$ cat config.mk
export PLATFORM = sky130hd
export DESIGN_NAME = bsr_boundary_reg
export DESIGN_NICKNAME = d
export VERILOG_FILES = /design/src/rtl/bsr_pkg.sv /design/src/rtl/bsr_split_reg.sv /design/src/rtl/bsr_capture_sel.sv /design/src/rtl/bsr_drive_mux.sv /design/src/rtl/bsr_boundary_reg.sv
export SDC_FILE = /design/constraint.sdc
export NUM_CORES = 1
export LEC_CHECK = 0
export ABC_AREA = 1
export BUFFER_PORTS_ARGS = -buffer_cell sky130_fd_sc_hd__buf_4
export CORE_ASPECT_RATIO = 1.75
export CORE_MARGIN = 3
export CORE_UTILIZATION = 55
export CTS_BUF_LIST = sky130_fd_sc_hd__clkbuf_4 sky130_fd_sc_hd__clkbuf_8
export CTS_CLUSTER_SIZE = 24
export DETAILED_ROUTE_END_ITERATION = 16
export PLACE_DENSITY = 0.85
export RECOVER_POWER = 50
export SLEW_MARGIN = 20
export SYNTH_ARGS = -nofsm -noshare
export SYNTH_HDL_FRONTEND = slang
export SYNTH_SLANG_ARGS = --single-unit
$ cat constraint.sdc
create_clock -name clk_i -period 2.3 [get_ports clk_i]
set_input_delay 0.46 -clock clk_i [delete_from_list [all_inputs] [get_ports clk_i]]
set_output_delay 0.46 -clock clk_i [all_outputs]
set_load 0.05 [all_outputs]
$ cat src/rtl/bsr_pkg.sv
package bsr_pkg;
  // control field order inside the control cell range, one entry per group
  typedef enum int unsigned {
    FLD_SBA   = 0,
    FLD_SAB   = 1,
    FLD_CLKBA = 2,
    FLD_CLKAB = 3,
    FLD_OE    = 4,
    FLD_DIR   = 5
  } ctrl_fld_e;

  localparam int unsigned NUM_FLD = 6;

  function automatic int unsigned ctrl_ix(int unsigned fld, int unsigned grp,
                                          int unsigned groups);
    return fld * groups + grp;
  endfunction
endpackage

$ cat src/rtl/bsr_split_reg.sv
module bsr_split_reg #(
  parameter int unsigned W      = 52,
  parameter int unsigned RST_LO = 48
) (
  input  logic         clk_i,
  input  logic         rst_ni,
  input  logic         en_i,
  input  logic [W-1:0] d_i,
  output logic [W-1:0] q_o
);
  // bits [W-1:RST_LO] clear on reset; lower bits carry no reset
  logic [W-1:RST_LO] safe_q;

  always_ff @(posedge clk_i or negedge rst_ni) begin
    if (!rst_ni)   safe_q <= '0;
    else if (en_i) safe_q <= d_i[W-1:RST_LO];
  end

  generate
    if (RST_LO > 0) begin : g_free
      logic [RST_LO-1:0] free_q;
      always_ff @(posedge clk_i) begin
        if (en_i) free_q <= d_i[RST_LO-1:0];
      end
      assign q_o = {safe_q, free_q};
    end else begin : g_all_safe
      assign q_o = safe_q;
    end
  endgenerate
endmodule

$ cat src/rtl/bsr_capture_sel.sv
module bsr_capture_sel import bsr_pkg::*; #(
  parameter  int unsigned GROUPS = 2,
  parameter  int unsigned CH_W   = 9,
  localparam int unsigned NIO    = GROUPS * CH_W,
  localparam int unsigned NC     = NUM_FLD * GROUPS,
  localparam int unsigned EN_LO  = 2 * NIO + NC,
  localparam int unsigned LEN    = EN_LO + 2 * GROUPS
) (
  input  logic              cap_core_i,
  input  logic [NC-1:0]     ctrl_pin_i,
  input  logic [NIO-1:0]    a_pin_i,
  input  logic [NIO-1:0]    b_pin_i,
  input  logic [NIO-1:0]    a_core_i,
  input  logic [NIO-1:0]    b_core_i,
  input  logic [GROUPS-1:0] a_core_en_i,
  input  logic [GROUPS-1:0] b_core_en_i,
  output logic [LEN-1:0]    cap_o
);
  logic [GROUPS-1:0] a_en_dec, b_en_dec;

  for (genvar g = 0; g < GROUPS; g++) begin : g_dec
    localparam int unsigned OE_IX  = ctrl_ix(FLD_OE, g, GROUPS);
    localparam int unsigned DIR_IX = ctrl_ix(FLD_DIR, g, GROUPS);
    assign a_en_dec[g] = ~ctrl_pin_i[OE_IX] & ~ctrl_pin_i[DIR_IX];
    assign b_en_dec[g] = ~ctrl_pin_i[OE_IX] &  ctrl_pin_i[DIR_IX];
  end

  always_comb begin
    cap_o[0 +: NIO]      = cap_core_i ? b_core_i : b_pin_i;
    cap_o[NIO +: NIO]    = cap_core_i ? a_core_i : a_pin_i;
    cap_o[2*NIO +: NC]   = ctrl_pin_i;
    cap_o[EN_LO +: GROUPS]          = cap_core_i ? a_core_en_i : a_en_dec;
    cap_o[EN_LO+GROUPS +: GROUPS]   = cap_core_i ? b_core_en_i : b_en_dec;
  end
endmodule

$ cat src/rtl/bsr_drive_mux.sv
module bsr_drive_mux import bsr_pkg::*; #(
  parameter  int unsigned GROUPS = 2,
  parameter  int unsigned CH_W   = 9,
  localparam int unsigned NIO    = GROUPS * CH_W,
  localparam int unsigned NC     = NUM_FLD * GROUPS,
  localparam int unsigned EN_LO  = 2 * NIO + NC,
  localparam int unsigned LEN    = EN_LO + 2 * GROUPS
) (
  input  logic              test_mode_i,
  input  logic [LEN-1:0]    sh_i,
  input  logic [NC-1:0]     ctrl_pin_i,
  input  logic [NIO-1:0]    a_core_i,
  input  logic [NIO-1:0]    b_core_i,
  input  logic [GROUPS-1:0] a_core_en_i,
  input  logic [GROUPS-1:0] b_core_en_i,
  output logic [NC-1:0]     ctrl_core_o,
  output logic [NIO-1:0]    a_out_o,
  output logic [NIO-1:0]    b_out_o,
  output logic [GROUPS-1:0] a_oe_o,
  output logic [GROUPS-1:0] b_oe_o
);
  always_comb begin
    if (test_mode_i) begin
      b_out_o     = sh_i[0 +: NIO];
      a_out_o     = sh_i[NIO +: NIO];
      ctrl_core_o = sh_i[2*NIO +: NC];
      a_oe_o      = sh_i[EN_LO +: GROUPS];
      b_oe_o      = sh_i[EN_LO+GROUPS +: GROUPS];
    end else begin
      b_out_o     = b_core_i;
      a_out_o     = a_core_i;
      ctrl_core_o = ctrl_pin_i;
      a_oe_o      = a_core_en_i;
      b_oe_o      = b_core_en_i;
    end
  end
endmodule

$ cat src/rtl/bsr_boundary_reg.sv
module bsr_boundary_reg import bsr_pkg::*; #(
  parameter  int unsigned GROUPS = 2,
  parameter  int unsigned CH_W   = 9,
  localparam int unsigned NIO    = GROUPS * CH_W,
  localparam int unsigned NC     = NUM_FLD * GROUPS,
  localparam int unsigned EN_LO  = 2 * NIO + NC,
  localparam int unsigned LEN    = EN_LO + 2 * GROUPS
) (
  input  logic              clk_i,
  input  logic              rst_ni,
  input  logic              capture_i,
  input  logic              shift_i,
  input  logic              update_i,
  input  logic              test_mode_i,
  input  logic              cap_core_i,
  input  logic              tdi_i,
  output logic              tdo_o,
  input  logic [NC-1:0]     ctrl_pin_i,
  output logic [NC-1:0]     ctrl_core_o,
  input  logic [NIO-1:0]    a_pin_i,
  input  logic [NIO-1:0]    b_pin_i,
  input  logic [NIO-1:0]    a_core_i,
  input  logic [NIO-1:0]    b_core_i,
  input  logic [GROUPS-1:0] a_core_en_i,
  input  logic [GROUPS-1:0] b_core_en_i,
  output logic [NIO-1:0]    a_out_o,
  output logic [NIO-1:0]    b_out_o,
  output logic [GROUPS-1:0] a_oe_o,
  output logic [GROUPS-1:0] b_oe_o
);
  logic [LEN-1:0] cap_vec, chain_q, chain_d, shadow_q;
  logic           chain_en;

  bsr_capture_sel #(.GROUPS(GROUPS), .CH_W(CH_W)) u_cap (
    .cap_core_i  (cap_core_i),
    .ctrl_pin_i  (ctrl_pin_i),
    .a_pin_i     (a_pin_i),
    .b_pin_i     (b_pin_i),
    .a_core_i    (a_core_i),
    .b_core_i    (b_core_i),
    .a_core_en_i (a_core_en_i),
    .b_core_en_i (b_core_en_i),
    .cap_o       (cap_vec)
  );

  // capture has priority over shift
  always_comb begin
    chain_en = capture_i | shift_i;
    chain_d  = capture_i ? cap_vec : {tdi_i, chain_q[LEN-1:1]};
  end

  bsr_split_reg #(.W(LEN), .RST_LO(EN_LO)) u_chain (
    .clk_i  (clk_i),
    .rst_ni (rst_ni),
    .en_i   (chain_en),
    .d_i    (chain_d),
    .q_o    (chain_q)
  );

  bsr_split_reg #(.W(LEN), .RST_LO(EN_LO)) u_shadow (
    .clk_i  (clk_i),
    .rst_ni (rst_ni),
    .en_i   (update_i),
    .d_i    (chain_q),
    .q_o    (shadow_q)
  );

  bsr_drive_mux #(.GROUPS(GROUPS), .CH_W(CH_W)) u_drv (
    .test_mode_i (test_mode_i),
    .sh_i        (shadow_q),
    .ctrl_pin_i  (ctrl_pin_i),
    .a_core_i    (a_core_i),
    .b_core_i    (b_core_i),
    .a_core_en_i (a_core_en_i),
    .b_core_en_i (b_core_en_i),
    .ctrl_core_o (ctrl_core_o),
    .a_out_o     (a_out_o),
    .b_out_o     (b_out_o),
    .a_oe_o      (a_oe_o),
    .b_oe_o      (b_oe_o)
  );

  assign tdo_o = chain_q[0];

  // enables held safe during reset
  always @(posedge clk_i) begin
    if (!rst_ni && test_mode_i)
      a_r2_safe_enables: assert (a_oe_o == '0 && b_oe_o == '0);
  end

  a_r5_pin_capture: assert property (@(posedge clk_i) disable iff (!rst_ni)
    capture_i && !cap_core_i |=> tdo_o == $past(b_pin_i[0]));

  a_r6_core_capture: assert property (@(posedge clk_i) disable iff (!rst_ni)
    capture_i && cap_core_i |=> tdo_o == $past(b_core_i[0]));

  a_r8_outputs_hold: assert property (@(posedge clk_i) disable iff (!rst_ni)
    test_mode_i && !update_i |=> !test_mode_i ||
      ($stable(a_out_o) && $stable(b_out_o) && $stable(a_oe_o) &&
       $stable(b_oe_o) && $stable(ctrl_core_o)));

  a_r10_idle_hold: assert property (@(posedge clk_i) disable iff (!rst_ni)
    !capture_i && !shift_i |=> $stable(tdo_o));
endmodule

==> impl_metrics.csv, run 1 <==
group,metric,value,unit
placed_design,placed_cells,669,
yosys,synth_area,4850,um^2
cells_and_area,multi_input_area,1470,um^2
grt,grt_pass1_vias,3698,
cells_and_area,synthToLayoutAreaGrowth,27.6,%
critical_path,timing.critical_path.slowest_stage_cell,"mux2_2",
yosys,ys_seq_elements,104,
power_and_ir_drop,leakage,2.60,nW
clock_network,post_cts_resized,0,
sta,slew_headroom,-11.6,%
cells_and_area,antenna_cells,0,
critical_path,cp_common_cell,"buf_4",
placed_design,io_buffer_count,148,
routing,routed_wl,11.7,mm
sta,post-route-period-util,85.6,%
sta,slew_viol_final,30,
status,violations,"max-capacitance violations, max-slew violations",
die,design.die.area,10000,um^2
die,rows,44,
critical_path,path_delay_family,"buffers and inverters",
routing,drtIter0Drc,250,
critical_path,worstPathRequired,1.84,ns
min_path,min_path_cells,4,
routing,drt-vias-per-instance,5.43,
grt,grt_usage,23.3,%
routing,detail-route-antenna-nets,0,
clock_network,h-tree-depth,3,
sta,period_minus_slack,1.97,ns
yosys,synth_cells,426,
critical_path,crit_path_start_kind,"input port",
job,maxCapViolations,1,
sta,rsz0062_at_grt,"no",
routing,avgRoutedWirePerCell,17.1,um
grt,grt_first_pass_wirelength,18.0,mm
clock_network,clk_latency,0.36,ns
critical_path,endpoint,"a_out_o[5]",
cells_and_area,seq_area,3080,um^2
clock_network,clock-sinks,104,
critical_path,critPathLaunch,"test_mode_i",
cells_and_area,final_net_count,662,
die,io_pins,149,
grt,antenna_found_initial,0,
routing,drc,0,
status,run_status,"complete, but fails checks",
critical_path,rr_startpoint,"u_chain.g_free.free_q[46]",
sta,worst_slew_pin_slew,1.67,ns
placed_design,post-dp-hpwl,8.22,mm
yosys,ys_types,22,
critical_path,rr_worst_depth,2,
routing,drt_pass1_iterations,4,
clock_network,clockBufferDepth,2,
critical_path,r2r-end,"u_chain.g_free.free_q[45]",
die,die_h,130,um
power_and_ir_drop,peakVddDrop,0.509,mV
yosys,avgSynthCellArea,11.4,um^2
critical_path,path_max_fanout,31,
critical_path,rrSetupSlack,1.44,ns
sta,hold_viol,0,
clock_network,clk_pin_slew,0.08,ns
grt,overflow,0,
cells_and_area,drive_gt1_share,36.1,%
sta,fin_ws,0.330,ns
yosys,yosys_warnings,0,
cells_and_area,final_cells,685,
die,start_util,57.5,%
placed_design,gp_congestion,0.837,
clock_network,numCtsBuffers,9,
power_and_ir_drop,power_density,734,nW/um^2
yosys,synth_fp_nets,522,
sta,clock.fmax,0.508,GHz
critical_path,worstPathArrival,1.51,ns
cells_and_area,nFillCells,622,
critical_path,crit_type,"in -> out",
clock_network,cts_tree,"built",
yosys,ys_seq_area_share,63.6,%
min_path,hold_path_class,"in -> reg",
critical_path,path_buf_inv,3,
routing,vias,3719,
critical_path,path_cells,"buf_4 > buf_12 > mux2_2 > buf_4",
critical_path,critical_path_depth,4,
sta,tns,0,ns
critical_path,crit_path_max_incr_delay,0.36,ns
critical_path,critPathCaptureType,"output pin",
sta,finalSetupViolCount,0,
die,core_area,8420,um^2
clock_network,clock-root-buffer,"clkbuf_8",
placed_design,pre_cts_ws,0.340,ns
sta,fin_skew,0.00826,ns
grt,grt_max_degree,63,
die,die_w,77.0,um
-- how the worst min path moves through the flow --
stage,slack (ns),startpoint,to
after CTS,0.39,shift_i,u_chain.safe_q[51]
after global routing,0.41,shift_i,u_chain.safe_q[51]
after detailed placement,0.28,rst_ni,u_chain.safe_q[51]
after floorplan,0.16,rst_ni,u_chain.safe_q[48]
after global placement,0.28,rst_ni,u_chain.safe_q[48]
final,0.40,shift_i,u_chain.safe_q[51]
-- repair_timing --
item,in CTS,in global routing
hold buffers,1,0
buffers inserted,0,0
endpoints found under the hold margin,8,0
endpoints found under the setup margin,0,0
-- sequential cells by signal, indices dropped and copies added (netlist names) --
signal	count
u_chain.safe_q	4
u_shadow.g_free.free_q	48
u_chain.g_free.free_q	48
u_shadow.safe_q	4
-- power by group --
part           switching (W)  internal [W]
clock               0.000575      0.000611
combinational       0.000616      0.000357
sequential         0.0000804       0.00230
total                0.00127       0.00327
-- Yosys cell counts (all sizes together) --
| cell | count | area share (%) |
|---|---|---|
| o22ai | 1 | 0.13 |
| nand2 | 79 | 6.1 |
| o21ai | 102 | 11 |
| buf | 21 | 3.7 |
| nand3 | 3 | 0.31 |
| clkbuf | 5 | 0.46 |
| o21bai | 1 | 0.15 |
| or2 | 1 | 0.13 |
| dfrtp | 8 | 4.1 |
| a21oi | 3 | 0.31 |
| edfxtp | 96 | 59 |
| mux2 | 38 | 8.8 |
| nor2 | 44 | 3.7 |
| inv | 23 | 1.8 |
| o21a | 1 | 0.15 |
-- per-layer routing --
layer  track usage [%]  vias to the layer above  part of all wire [%]
li1                  -                     1768                     -
met1              26.9                     1743                    35
met2              41.7                      179                    55
met3              4.14                       29                   7.5
met4              11.4                        0                   3.1
met5                 0                        -                     0
-- final cells by class --
class                   count  area share (%)
flip-flops and latches    104            49.8
clock buffers              10            2.12
repair buffers            155            19.3
well taps                 115            2.33
multi-input cells         273            23.8
clock inverters             5            1.17
inverters                  23            1.44
-- cell usage in the layout, fill, tap and decap left out --
cell	n
o21ai_0	68
o21a_1	1
nand2_1	79
clkbuf_4	1
o21bai_1	1
buf_4	147
o22ai_1	1
clkinv_1	2
buf_12	3
a21oi_1	3
mux2_2	38
bufinv_16	2
dfrtp_1	8
dlygate4sd3_1	1
inv_2	1
inv_1	21
clkbuf_2	2
clkinv_2	1
inv_4	1
nand3_1	3
o21ai_1	34
or2_0	1
clkbuf_8	9
nor2_1	43
clkbuf_1	2
edfxtp_1	96
nor2_8	1
-- kinds of logic after synthesis --
| logic type | synth area share [%] |
|---|---|
| buffers and inverters | 5.96 |
| DFF | 63.6 |
| muxes | 8.83 |
| and+or+nand+nor | 10.3 |
| AOI/OAI and AO/OA | 11.3 |
-- worst register-to-register path: stages (launching register included) --
cell	delay, ns
edfxtp_1	0.41
nand2_1	0.09
o21ai_0	0.09
-- metrics by stage --
stage	hold WS [ns]	area [um^2]	power, W	utilization [%]
floorplan	0.164	4850	0.00301	-
global placement	0.283	5980	0.00337	71.0
detailed placement	0.284	5980	0.00340	71.0
CTS	0.385	6200	0.00456	73.6
global route	0.405	6180	0.00471	73.4
finish	0.404	6180	0.00454	73.4
No activity file was read; power rests on OpenSTA's default activity.
==> run 2, diff against run 1 <==
--- a/config.mk
+++ b/config.mk
@@ -5,15 +5,13 @@
 export SDC_FILE = /design/constraint.sdc
 export NUM_CORES = 1
 export LEC_CHECK = 0
-export ABC_AREA = 1
 export BUFFER_PORTS_ARGS = -buffer_cell sky130_fd_sc_hd__buf_4
 export CORE_ASPECT_RATIO = 1.75
 export CORE_MARGIN = 3
-export CORE_UTILIZATION = 55
+export CORE_UTILIZATION = 35
 export CTS_BUF_LIST = sky130_fd_sc_hd__clkbuf_4 sky130_fd_sc_hd__clkbuf_8
 export CTS_CLUSTER_SIZE = 24
 export DETAILED_ROUTE_END_ITERATION = 16
-export PLACE_DENSITY = 0.85
 export RECOVER_POWER = 50
 export SLEW_MARGIN = 20
 export SYNTH_ARGS = -nofsm -noshare
==> run 2 against run 1 <==
Effect of this change:
- die area up 53%
- via count down 17%
- critical endpoint is now u_chain.g_free.free_q[35]
- global-route usage fell by 9.1 points
- critical path type is now in -> reg
- the run now ends clean
==> impl_metrics.csv, run 2 <==
group,metric,value,unit
status,run_status,"finished, final reports clean",
sta,period_minus_slack,1.88,ns
cells_and_area,synthToLayoutAreaGrowth,29.1,%
yosys,post-synth-top-area-cell,"edfxtp_1",
grt,overflow,0,
critical_path,crit_path_start_kind,"input port",
job,maxCapViolations,0,
yosys,synth_fp_nets,414,
clock_network,clk_pin_slew,0.09,ns
routing,drt-vias-per-instance,4.83,
yosys,synth_cells,318,
min_path,min_to,"u_chain.safe_q[48]",
critical_path,rrSetupSlack,1.37,ns
die,core_area,13500,um^2
yosys,synth_edf_count,96,
cells_and_area,reg_top3,"u_chain.g_free.free_q: 48 flops, u_shadow.g_free.free_q: 48 flops",
sta,tns,0,ns
clock_network,numCtsBuffers,9,
min_path,min_path_cells,3,
sta,finalSetupViolCount,0,
routing,avgRoutedWirePerCell,16.5,um
sta,slew_viol_final,0,
cells_and_area,final_cell_mix,"147 x buf_4, 96 x edfxtp_1, 72 x mux2_2",
critical_path,crit_type,"in -> reg",
yosys,synth_most_common_cell,"edfxtp_1",
grt,grt_max_degree,53,
yosys,synth_area,4840,um^2
placed_design,dpl-instance-area,6070,um^2
routing,detail-route-antenna-nets,0,
yosys,ys_seq_elements,104,
yosys,async_reset_ff_share,7.69,%
clock_network,cts_tree,"built",
die,start_util,36.0,%
clock_network,clockBufferDepth,2,
die,die_h,162,um
yosys,ys_seq_area_share,63.7,%
routing,drtIter0Drc,88,
clock_network,clock-sinks,104,
power_and_ir_drop,power,0.00445,W
sta,fin_ws,0.416,ns
critical_path,path_delay_family,"buffers and inverters",
yosys,synth_top_area_share,59.5,%
clock_network,h-tree-depth,3,
die,rows,56,
cells_and_area,design_area,6250,um^2
critical_path,critPathCaptureType,"flip-flop",
yosys,avgSynthCellArea,15.2,um^2
critical_path,rr_worst_depth,1,
critical_path,worstPathRequired,2.27,ns
routing,drt_pass1_iterations,4,
cells_and_area,drive_gt1_share,51.0,%
sta,post-route-period-util,81.9,%
critical_path,crit_path_max_incr_delay,0.91,ns
power_and_ir_drop,peakVddDrop,0.307,mV
critical_path,rr_startpoint,"u_chain.g_free.free_q[47]",
routing,routed_wl,10.6,mm
grt,grt_usage,14.2,%
critical_path,path_buf_inv,2,
sta,worst_slew_pin_slew,1.38,ns
clock_network,clk_latency,0.36,ns
critical_path,r2r-end,"u_chain.g_free.free_q[46]",
grt,grt_first_pass_wirelength,16.7,mm
sta,fin_skew,0.00982,ns
yosys,ys.flop_type,"edfxtp_1",
min_path,holdCritStartpoint,"ctrl_pin_i[8]",
die,io_pins,149,
sta,hold_viol,0,
cells_and_area,final_net_count,558,
grt,antenna_found_initial,0,
die,design.die.area,15300,um^2
critical_path,path_max_fanout,48,
yosys,synth_area_leaders,"edfxtp_1 60%, mux2_2 17%, mux2i_1 7.4%",
yosys,synth_common_cells,"96 x edfxtp_1, 72 x mux2_2, 36 x a21oi_1, 36 x mux2i_1, 36 x nor2_1",
die,die_w,94.9,um
grt,grt_pass1_vias,3454,
yosys,yosys_warnings,0,
routing,drc,0,
critical_path,worstPathArrival,1.85,ns
power_and_ir_drop,power_density,711,nW/um^2
placed_design,pre_cts_ws,0.417,ns
sta,clock.fmax,0.531,GHz
cells_and_area,antenna_cells,0,
critical_path,path_cells,"buf_4 > or2_2 > clkbuf_2",
cells_and_area,layout_commonest_cell,"buf_4",
placed_design,post-dp-hpwl,7.48,mm
yosys,ys_types,14,
placed_design,io_buffer_count,148,
routing,vias,3099,
placed_design,gp_congestion,0.770,
min_path,hold_path_class,"in -> reg",
power_and_ir_drop,leakage,2.52,nW
sta,slew_headroom,8.02,%
critical_path,timing.critical_path.slowest_stage_cell,"clkbuf_2",
clock_network,clock-root-buffer,"clkbuf_8",
sta,rsz0062_at_grt,"no",
## run 2: routing by layer
metal / up-vias / part of all wire, % / wire length [um] / GRT usage [%]
met2: 82 / 58 / 6120 / 26.6
met4: 0 / 1.2 / 125 / 5.32
li1: 1495 / - / - / -
met5: - / 0 / 0 / 0
met3: 8 / 4.4 / 470 / 2.28
met1: 1514 / 37 / 3870 / 15.5
## run 2: worst max path at each step
| stage | from | slack (ns) | depth (start not counted) | endpoint |
|---|---|---|---|---|
| final | capture_i | 0.42 | 3 | u_chain.g_free.free_q[35] |
| after global routing | capture_i | 0.29 | 3 | u_chain.g_free.free_q[1] |
| after CTS | test_mode_i | 0.42 | 4 | ctrl_core_o[11] |
| after detailed placement | test_mode_i | 0.42 | 4 | ctrl_core_o[11] |
| after global placement | test_mode_i | 0.42 | 4 | ctrl_core_o[10] |
| after floorplan | capture_i | 0.63 | 2 | u_chain.g_free.free_q[0] |
## run 2: layout make-up
| cell class | count | area [um^2] |
|---|---|---|
| Fill cell | 1281 | 7200 |
| Clock buffer | 10 | 131 |
| Tap cell | 174 | 218 |
| Sequential cell | 104 | 3080 |
| Multi-Input combinational cell | 193 | 1590 |
| Clock inverter | 6 | 60.1 |
| Timing Repair Buffer | 154 | 1170 |
## run 2: cells by family (layout without fill, tap and decap cells)
logic type	Yosys count	count (layout)	share of synthesized area, %
flip-flops	104	104	63.7
buffers and inverters	21	170	3.56
multiplexers	108	108	24.2
AO/OA/AOI/OAI	44	44	5.06
AND/OR/NAND/NOR	41	41	3.54
## run 2: metrics by stage
step           hold WS, ns  std cells  utilization, %
2_1_floorplan        0.164        318               -
3_3_place_gp         0.283        624            45.2
3_5_place_dp         0.286        624            45.2
4_1_cts              0.351        641            46.7
5_1_grt              0.373        641            46.5
6_report             0.384        641            46.5
## run 2: timing repair
item,CTS,global route
hold buffers,1,0
endpoints found under the hold margin,8,0
gates resized for setup,0,0
setup buffers,0,0
## run 2: where the power goes
part	switching, W	internal [W]	total, W	leakage [nW]
Clock	0.000592	0.000511	0.00110	0.0987
Sequential	0.0000794	0.00229	0.00237	1.04
Combinational	0.000569	0.000402	0.000971	1.39
Total	0.00124	0.00321	0.00445	2.52
